## config.mk

```make
export PLATFORM = sky130hd
export DESIGN_NAME = tcp_hs_tracker
export DESIGN_NICKNAME = d
export VERILOG_FILES = /design/src/rtl/tcp_hs_tracker.sv
export SDC_FILE = /design/constraint.sdc
export NUM_CORES = 1
export LEC_CHECK = 0
export CAP_MARGIN = 20
export CORE_MARGIN = 4
export CORE_UTILIZATION = 34
export CTS_CLUSTER_DIAMETER = 30
export DETAILED_ROUTE_END_ITERATION = 12
export PLACE_DENSITY = 0.63
export SLEW_MARGIN = 20
export SYNTH_ARGS = -nofsm -noshare
export SYNTH_HDL_FRONTEND = slang
export SYNTH_SLANG_ARGS = --single-unit
```

## constraint.sdc

```tcl
create_clock -name clk -period 7.7 [get_ports clk]
set_clock_uncertainty 0.05 [all_clocks]
set_input_delay 1.155 -clock clk [delete_from_list [all_inputs] [get_ports clk]]
set_output_delay 1.155 -clock clk [all_outputs]
set_load 0.03 [all_outputs]
```

## src/rtl/tcp_hs_tracker.sv

```systemverilog
module tcp_hs_tracker #(
  parameter int SEQ_W = 32,
  parameter int WIN_W = 16
) (
  input  logic             clk,
  input  logic             rst_n,
  input  logic             seg_valid,
  input  logic             seg_dir,
  input  logic             flag_syn,
  input  logic             flag_ack,
  input  logic             flag_rst,
  input  logic             flag_fin,
  input  logic [SEQ_W-1:0] seq_num,
  input  logic [SEQ_W-1:0] ack_num,
  input  logic [WIN_W-1:0] win,
  output logic             hs_open,
  output logic             alert,
  output logic             isn_valid,
  output logic [SEQ_W-1:0] cli_isn,
  output logic [SEQ_W-1:0] srv_isn,
  output logic [WIN_W-1:0] cli_win,
  output logic [WIN_W-1:0] srv_win
);

  typedef enum logic [1:0] {ST_IDLE, ST_SYN, ST_SYNACK, ST_OPEN} st_t;

  st_t              st, st_n;
  logic             alert_n, cap_c, cap_s;
  logic [SEQ_W-1:0] c_isn, s_isn;
  logic [WIN_W-1:0] c_win, s_win;

  wire from_cli = !seg_dir;
  wire c_ack_ok = (ack_num == c_isn + SEQ_W'(1));
  wire s_ack_ok = (ack_num == s_isn + SEQ_W'(1));

  always_comb begin
    st_n    = st;
    alert_n = 1'b0;
    cap_c   = 1'b0;
    cap_s   = 1'b0;
    if (seg_valid) begin
      if (flag_rst) begin
        st_n = ST_IDLE;
      end else begin
        unique case (st)
          ST_IDLE:
            if (from_cli && flag_syn && !flag_ack) begin
              st_n  = ST_SYN;
              cap_c = 1'b1;
            end else begin
              alert_n = 1'b1;
            end
          ST_SYN:
            if (!from_cli && flag_syn && flag_ack && c_ack_ok) begin
              st_n  = ST_SYNACK;
              cap_s = 1'b1;
            end else begin
              alert_n = 1'b1;
              st_n    = ST_IDLE;
            end
          ST_SYNACK:
            if (from_cli && !flag_syn && flag_ack && s_ack_ok) begin
              st_n = ST_OPEN;
            end else begin
              alert_n = 1'b1;
              st_n    = ST_IDLE;
            end
          ST_OPEN:
            if (flag_syn) begin
              alert_n = 1'b1;
              st_n    = ST_IDLE;
            end
          default: st_n = ST_IDLE;
        endcase
      end
    end
  end

  always_ff @(posedge clk) begin
    if (!rst_n) begin
      st    <= ST_IDLE;
      alert <= 1'b0;
      c_isn <= '0;
      s_isn <= '0;
      c_win <= '0;
      s_win <= '0;
    end else begin
      st    <= st_n;
      alert <= alert_n;
      if (cap_c) begin
        c_isn <= seq_num;
        c_win <= win;
      end
      if (cap_s) begin
        s_isn <= seq_num;
        s_win <= win;
      end
    end
  end

  assign hs_open   = (st == ST_OPEN);
  assign isn_valid = hs_open;
  assign cli_isn   = isn_valid ? c_isn : '0;
  assign srv_isn   = isn_valid ? s_isn : '0;
  assign cli_win   = isn_valid ? c_win : '0;
  assign srv_win   = isn_valid ? s_win : '0;

  logic unused_fin;
  assign unused_fin = flag_fin;

  AST_IDLE_HOLD: assert property (@(posedge clk) disable iff (!rst_n)
    !seg_valid |=> $stable(st) && !alert);
  AST_RST_QUIET: assert property (@(posedge clk) disable iff (!rst_n)
    seg_valid && flag_rst |=> !alert && st == ST_IDLE);
  AST_ALERT_CAUSE: assert property (@(posedge clk) disable iff (!rst_n)
    alert |-> $past(seg_valid) && !$past(flag_rst));
  AST_OPEN_PATH: assert property (@(posedge clk) disable iff (!rst_n)
    $rose(hs_open) |-> $past(st) == ST_SYNACK && !$past(seg_dir));
  AST_SYNACK_BAD_ACK: assert property (@(posedge clk) disable iff (!rst_n)
    seg_valid && !flag_rst && st == ST_SYN && ack_num != c_isn + SEQ_W'(1)
    |=> alert && st == ST_IDLE);
  AST_OPEN_SYN: assert property (@(posedge clk) disable iff (!rst_n)
    seg_valid && !flag_rst && flag_syn && st == ST_OPEN |=> alert && !hs_open);
  AST_ISN_HOLD: assert property (@(posedge clk) disable iff (!rst_n)
    hs_open && $past(hs_open) |-> $stable(cli_isn) && $stable(srv_isn));

endmodule

```

* Word level (Yosys, flattened, before mapping)
Cells that the tools add are included.
** Operators by class
- Add/sub/neg operators :: 2
- Eq/ne operators :: 7
- Muxes and demuxes :: 23
- Bitwise gates (word level) :: 2
- Reductions and logical operators :: 14
** Operators by type and width (count)
- $add A32 B1 Y32 const B :: 2
- $eq A32 B32 Y1 :: 2
- $mux W32 :: 2
- $mux W16 :: 2
- $mux W1 :: 12
- $mux W2 :: 5
- $logic_and A1 B1 Y1 :: 8
- $pmux W2 S4 :: 1
- $ne A3 B3 Y1 const B :: 2
- $eq A2 B2 Y1 const B :: 2
- $pmux W1 S4 :: 1
- $logic_not A1 Y1 :: 3
- $reduce_and A3 Y1 :: 1
- $reduce_or A3 Y1 :: 1
- $eq A2 B1 Y1 const B :: 1
- $logic_not A2 Y1 :: 1
- $not A1 Y1 :: 2
** Word-level totals
- Bits in registers :: 99
- Input port bits :: 88
- Output and inout bits :: 99
- Logic and storage cells :: 54

* Longest topological paths before layout
Gate-level depths: netlist of run 1.
- Depth in word-level cells :: 7
- Gate-level depth with buffers :: 12
- Depth with buffers taken out :: 9

* Least setup slack after synthesis of run 1
OpenSTA, ideal clock, no wires.
- Path type :: input port to flip-flop
- From :: input port flag_syn
- To :: register alert
- Library setup time :: 0.134 ns
- Data arrival time :: 3.041 ns
- Data required time :: 7.516 ns
- Path slack :: 4.475 ns
- Cell stages on the path :: 9
- Buffers on the path :: 1
- Cell sequence :: nor2b_1 -> nand4_1 -> or4_1 -> a2111oi_0 -> and4_1 -> nand4_2 -> buf_6 -> o31ai_1 -> a211oi_1
** Between the ends
- Longest elaborated chain between the ends :: 6
- Elaborated cells on any way between the ends :: 14
- Classes of those cells :: mux: 5; reduce/logical: 9
** Ends and longest elaborated chain
- start: declaration :: line 9 : input logic flag_syn,
- $logic_not A1 Y1 :: line 62 : if (from_cli && !flag_syn && flag_ack && s_ack_ok) begin
- $logic_and A1 B1 Y1 (3 in a row) :: line 62
- $mux W1 :: line 62
- $pmux W1 S4 (*) :: line 45 : unique case (st)
- end signal: assignment :: line 89 : alert <= alert_n;
- end: declaration :: line 17 : output logic alert,
Mark *: on every way between the ends. The rest lies on a longest branch, timed or not.
A chain may end at the register's enable or synchronous reset.

* Worst setup path after layout of run 1
- From :: register st[0]
- To :: output port srv_isn[19]
** Between the ends
- Longest elaborated chain between the ends :: 2
** Ends and longest elaborated chain
- start: declaration :: line 27 : st_t st, st_n;
- start signal: assignment :: line 88 : st <= st_n;
- $eq A2 B2 Y1 :: line 101 : assign hs_open = (st == ST_OPEN);
- $mux W32 :: line 104 : assign srv_isn = isn_valid ? s_isn : '0;
- end: declaration :: line 20 : output logic [SEQ_W-1:0] srv_isn,
No other way between the ends.

==> results of run 1 <==
==> kinds of logic after synthesis <==
kind of cell	synth area share (%)
fa+ha+maj	0.3487
flops	27.62
mux	1.133
compound gates	19.29
buf+inv	6.539
simple gates	35.68
xor+xnor	9.398
==> worst max-delay path: cells and delay by family (launching register included) <==
kind          cells  cell delay (ns)
buf+inv           2             1.19
flops             1             0.89
simple gates      2             0.74
==> flip-flops by register name, summed over array words and instances (netlist names) <==
register,count
alert,1
c_isn,32
s_win,16
st,2
c_win,16
s_isn,32
==> placed cells by master (no fill, tap or decap), drive strengths merged, types with 3 or more instances in the layout <==
master         Yosys  routed
and2               5       5
and3              98      98
and4               5       5
clkbuf            51       9
xnor2             49      49
o22ai              3       3
nor2b              6       6
a41oi              3       3
inv               19      22
nor3b              7       7
or3                7       7
xor2              28      28
o21a               3       3
nand2b            11      11
or2                3       3
a311o              3       3
a211oi             5       5
dfxtp             99      99
buf               33       8
mux2i              7       7
nor2              36      36
nand4             27      27
nor4              18      18
or4                4       4
nor3              20      20
o21ai             57      57
nand3             74      74
a21oi            109     109
clkdlybuf4s50      0     185
a31oi             12      12
o211a              4       4
nand2            130     130
nand4b             3       3
o211ai             3       3
o31ai              5       5
nor4b              4       4
o311ai             3       3
==> Yosys cell counts, drive strengths merged (3+ instances only) <==
cell / n
a211oi: 5
a21oi: 109
a311o: 3
a31oi: 12
a41oi: 3
and2: 5
and3: 98
and4: 5
buf: 33
clkbuf: 51
dfxtp: 99
inv: 19
mux2i: 7
nand2: 130
nand2b: 11
nand3: 74
nand4: 27
nand4b: 3
nor2: 36
nor2b: 6
nor3: 20
nor3b: 7
nor4: 18
nor4b: 4
o211a: 4
o211ai: 3
o21a: 3
o21ai: 57
o22ai: 3
o311ai: 3
o31ai: 5
or2: 3
or3: 7
or4: 4
xnor2: 49
xor2: 28
==> how the worst max path moves through the flow <==
stage	to	slack, ns	cells after the start
2_1_floorplan	alert	4.48	9
4_1_cts	srv_isn[19]	3.24	4
6_report	srv_isn[19]	3.27	4
5_1_grt	srv_isn[28]	3.08	4
3_5_place_dp	s_isn[20]	2.99	10
3_3_place_gp	s_win[12]	3.05	10
==> per-stage QoR <==
stage / cells / power, mW / hold WS (ns) / util (%) / cell area, um2
global route: 1381 / 1.185 / 0.4276 / 45.70 / 9366
global placement: 1364 / 0.6725 / 0.3890 / 44.10 / 9039
detailed placement: 1364 / 0.6728 / 0.3957 / 44.10 / 9039
floorplan: 986 / 0.5933 / 0.3819 / - / 7176
finish: 1381 / 1.151 / 0.4033 / 45.70 / 9366
CTS: 1380 / 1.155 / 0.4064 / 45.60 / 9346
==> per-layer routing <==
metal	up-vias	share of wire [%]	wire length [um]
li1	3794	-	-
met1	3746	43	12080
met2	297	46	12910
met3	34	9.4	2655
met4	0	2.0	552
met5	-	0	0
==> layout make-up <==
class | count | area, um2 | share of cell area, %
multi-input cells | 784 | 4741 | 50.61
flip-flops and latches | 99 | 1984 | 21.19
repair buffers | 193 | 1924 | 20.55
well taps | 270 | 337.8 | 3.607
clock buffers | 9 | 225.2 | 2.404
clock inverters | 7 | 82.58 | 0.8816
inverters | 19 | 71.32 | 0.7614
==> report_power, final <==
| group | leakage [nW] | internal (mW) | switching [mW] |
|---|---|---|---|
| combinational | 2.39 | 0.0694 | 0.0718 |
| sequential | 0.799 | 0.515 | 0.00702 |
| clock | 0.150 | 0.258 | 0.229 |
| total | 3.34 | 0.843 | 0.308 |
==> run summary, run 1 <==
outcome = finished clean
CP endpoint kind = output pin
clk slew on worst S/H paths = 0.07 ns
reg2reg end = s_isn[30]
H-tree depth = 3
post-synthesis sequential element count = 99
Hold Crit Start = c_win[10]
Worst Path Arrival = 3.22 ns
RSZ-0062 raised after global routing = false
Slowest cell on crit path = dfxtp_2
Gates resized, CTS repair = 0
chip width = 153.3 um
share of the synthesized area in the top cell type = 27.62%
dpl ws = 2.989 ns
num ports = 187
Hold EP = c_win[10]
HPWL Detailed = 20250 um
GRT overflow = 0
Final min period = 4.429 ns
Initial Util = 35.01%
CP cell instances = buf_4 > nand2_1 > nor2_1 > clkdlybuf4s50_1
IO Port Bufs = 185
slowest cell delay on critical path = 0.89 ns
fin worst setup slack = 3.271 ns
Async S/R FF share, synth = 0%
register area share after synthesis = 27.62%
setup_tns = 0 ns
class of the tightest hold or removal check = flop to flop
Final Max Slew Viols = 0
vias per cell = 5.699
worst rel slew slack = 39.41%
worst slew pin tran = 0.9089 ns
Final #Nets = 1196
leak pwr = 3.338 nW
P per Cell Area = 122.9 nW/um2
Max Cap Violations = 0
DRT Pass-1 Iters = 5
Max FO, Critical Path = 55
synth warn = 0
clk buf depth = 2
die area = 23490 um2
Final Hold Fails = 0
Avg WL per Cell = 20.42 um
syn_area_per_cell = 7.278 um2
Die Y = 153.3 um
Max Clk Rate = 225.8 MHz
antenna violations before repair = 0
Final Setup Violations = 0
Peak supply drop = 0.1380 mV
DRT iter0 DRCs = 687
global-route wire length before repair = 43550 um
share of cells above drive strength 1 = 5.221%
main flop type after synthesis = dfxtp_1
number of global-route vias before repair = 7532
final RePlAce weighted congestion = 0.9098
met2 Track Usage GR = 37.12%
leading area contributor after synthesis = dfxtp_1
Worst Setup SP = st[0]
Area Growth Syn to Fin = 30.53%
EDFF count, synth = 0
Total GRT Usage = 22.99%
part of the cycle the worst path needs = 57.53%
DRC Markers = 0
grt met1 use = 29.57%
via count = 7871
crit path launch type = flop
number of fill cells = 2097
Reg2Reg Setup Slack = 3.93 ns
GRT busiest layer = met2
remaining antenna violation count = 0
RR Startpoint = st[0]
cts hold-fix bufs = 0
Core Rows = 52
Worst Path Required = 6.49 ns
met3 usage in global routing = 7.323%
CTS tree = yes
Synth area leaders = dfxtp_1 28%, and3_1 8.5%, a21oi_1 7.6%
Worst Hold Depth = 2
Root Driver = clkbuf_16
post-CTS setup buffers = 0
n_diodes = 0
# clock sinks = 99
Gate Count Post-Synth = 986
Net Count, Synth = 1076
synth unique cells = 77
largest net degree at the start of global routing = 65
path depth of the worst reg2reg path = 9
cell area after synthesis = 7176 um2
core area = 20490 um2
Crit Path Category = flop to output pin
cts bufs inserted = 9
Clock Latency Late Sink = 0.36 ns
drt total wl = 28200 um
Note: power is estimated with default switching activity, not from simulation.
==> run 2, diff against run 1 <==
- PLACE_DENSITY: 0.63 -> 0.65
- clock period: 7.7 -> 3.73 ns (I/O delays scaled with it)
==> run 2 against run 1 <==
- via count up 2.3%
- setup slack worse by 3.0 ns
- critical path type is now flop to flop
- critical path depth up 6
- sequential share of layout area down 0.47 points
- design area up 2.3%
- register-to-register slack lost 3.7 ns
- die area stayed put
- first-iteration DRC count shrank 26%
- sequential power grew 100%
==> run summary, run 2 (synthesis gave the netlist of run 1 again) <==
outcome = finished clean
Gates resized, CTS repair = 0
largest net degree at the start of global routing = 79
num ports = 187
Avg WL per Cell = 20.09 um
worst rel slew slack = 55.32%
Final min period = 3.464 ns
leak pwr = 3.472 nW
n_diodes = 0
Final Hold Fails = 0
Root Driver = clkbuf_16
remaining antenna violation count = 0
CP endpoint kind = flop
DRT Pass-1 Iters = 5
Max Cap Violations = 0
Peak supply drop = 0.2360 mV
sequential power share = 45.3%
Final Setup Violations = 0
final RePlAce weighted congestion = 0.9392
Total GRT Usage = 23.07%
Psw = 0.6139 mW
HPWL Detailed = 20980 um
Die Y = 153.3 um
Comb power frac = 12.8%
DRT iter0 DRCs = 505
commonest non-fill, non-tap cell in the layout = clkdlybuf4s50_1
top flop regs = c_isn (32), s_isn (32)
chip width = 153.3 um
H-tree depth = 3
cts hold-fix bufs = 0
setup_tns = 0 ns
Worst Setup SP = c_isn[1]
Clock Latency Late Sink = 0.36 ns
part of the cycle the worst path needs = 92.86%
Crit Path Category = flop to flop
Max Clk Rate = 288.7 MHz
antenna violations before repair = 0
core area = 20490 um2
Hold Crit Start = c_win[2]
# clock sinks = 99
RSZ-0062 raised after global routing = false
Worst Path Required = 3.89 ns
Area Growth Syn to Fin = 33.51%
P per Cell Area = 247.1 nW/um2
via count = 8055
worst slew pin tran = 0.6692 ns
clk buf depth = 2
IO Port Bufs = 185
class of the tightest hold or removal check = flop to flop
Max FO, Critical Path = 12
vias per cell = 5.725
clock share of power = 41.9%
Sw Ratio = 25.93%
post-CTS setup buffers = 0
cts bufs inserted = 9
crit path launch type = flop
share of cells above drive strength 1 = 7.212%
Core Rows = 52
GRT overflow = 0
number of global-route vias before repair = 7678
global-route wire length before repair = 43840 um
Final Max Slew Viols = 0
DRC Markers = 0
leading cell types in the layout, fill and taps excluded = 185 x clkdlybuf4s50_1, 130 x nand2_1, 109 x a21oi_1, 97 x and3_1, 97 x dfxtp_1
total power = 2.368 mW
die area = 23490 um2
drt total wl = 28270 um
CTS tree = yes
RR Startpoint = c_isn[1]
clk slew on worst S/H paths = 0.07 ns
P_int = 1.754 mW
Worst Path Arrival = 3.63 ns
Final #Nets = 1222
Initial Util = 35.01%
==> run 2: worst max-delay path, stage by stage, from the launching register on <==
cell       delay, ns
dfxtp_1         0.46
ha_1            0.32
nand3_1         0.27
o21a_1          0.28
or4_1           0.40
a2111oi_0       0.37
and4_1          0.29
nand4_2         0.29
buf_4           0.30
o21ai_0         0.18
a21oi_1         0.09
==> run 2: metal layers <==
layer / up-vias / global-route usage (%) / routed length, um
met5: - / 0 / 0
met4: 0 / 5.855 / 619
met3: 48 / 6.559 / 2578
met2: 345 / 37.77 / 13170
met1: 3817 / 29.99 / 11910
li1: 3845 / - / -
==> run 2: final timing paths <==
kind,to,slack [ns],cells after the start
worst max register to register,s_isn[24],0.27,10
worst max-delay path,s_isn[24],0.27,10
worst min register to register,c_win[2],0.40,2
worst min-delay path,c_win[2],0.40,2
==> run 2: power groups by stage <==
stage                     clock (mW)  combinational [mW]  sequential, mW
after global placement             0               0.296            1.10
after CTS                       1.00               0.298            1.07
final                          0.992               0.302            1.07
after global routing            1.04               0.324            1.07
after floorplan                    0               0.132            1.09
after detailed placement           0               0.297            1.10
==> run 2: final cells by class <==
class	count	area, um2
well taps	270	337.8
clock buffers	11	242.7
clock inverters	5	60.06
multi-input cells	784	4740
inverters	19	71.32
fillers	2060	10910
repair buffers	219	2145
flip-flops and latches	99	1984
==> run 2: metrics by stage <==
step,hold slack (ns),utilization (%),cells,worst slack [ns],instance area (um2)
2_1_floorplan,0.3819,-,986,1.018,7176
3_3_place_gp,0.3900,45.27,1391,0.007555,9278
3_5_place_dp,0.3960,45.27,1391,0.05879,9278
4_1_cts,0.4060,46.75,1407,0.4097,9580
5_1_grt,0.4242,46.75,1407,0.08369,9580
6_report,0.4041,46.75,1407,0.2661,9580
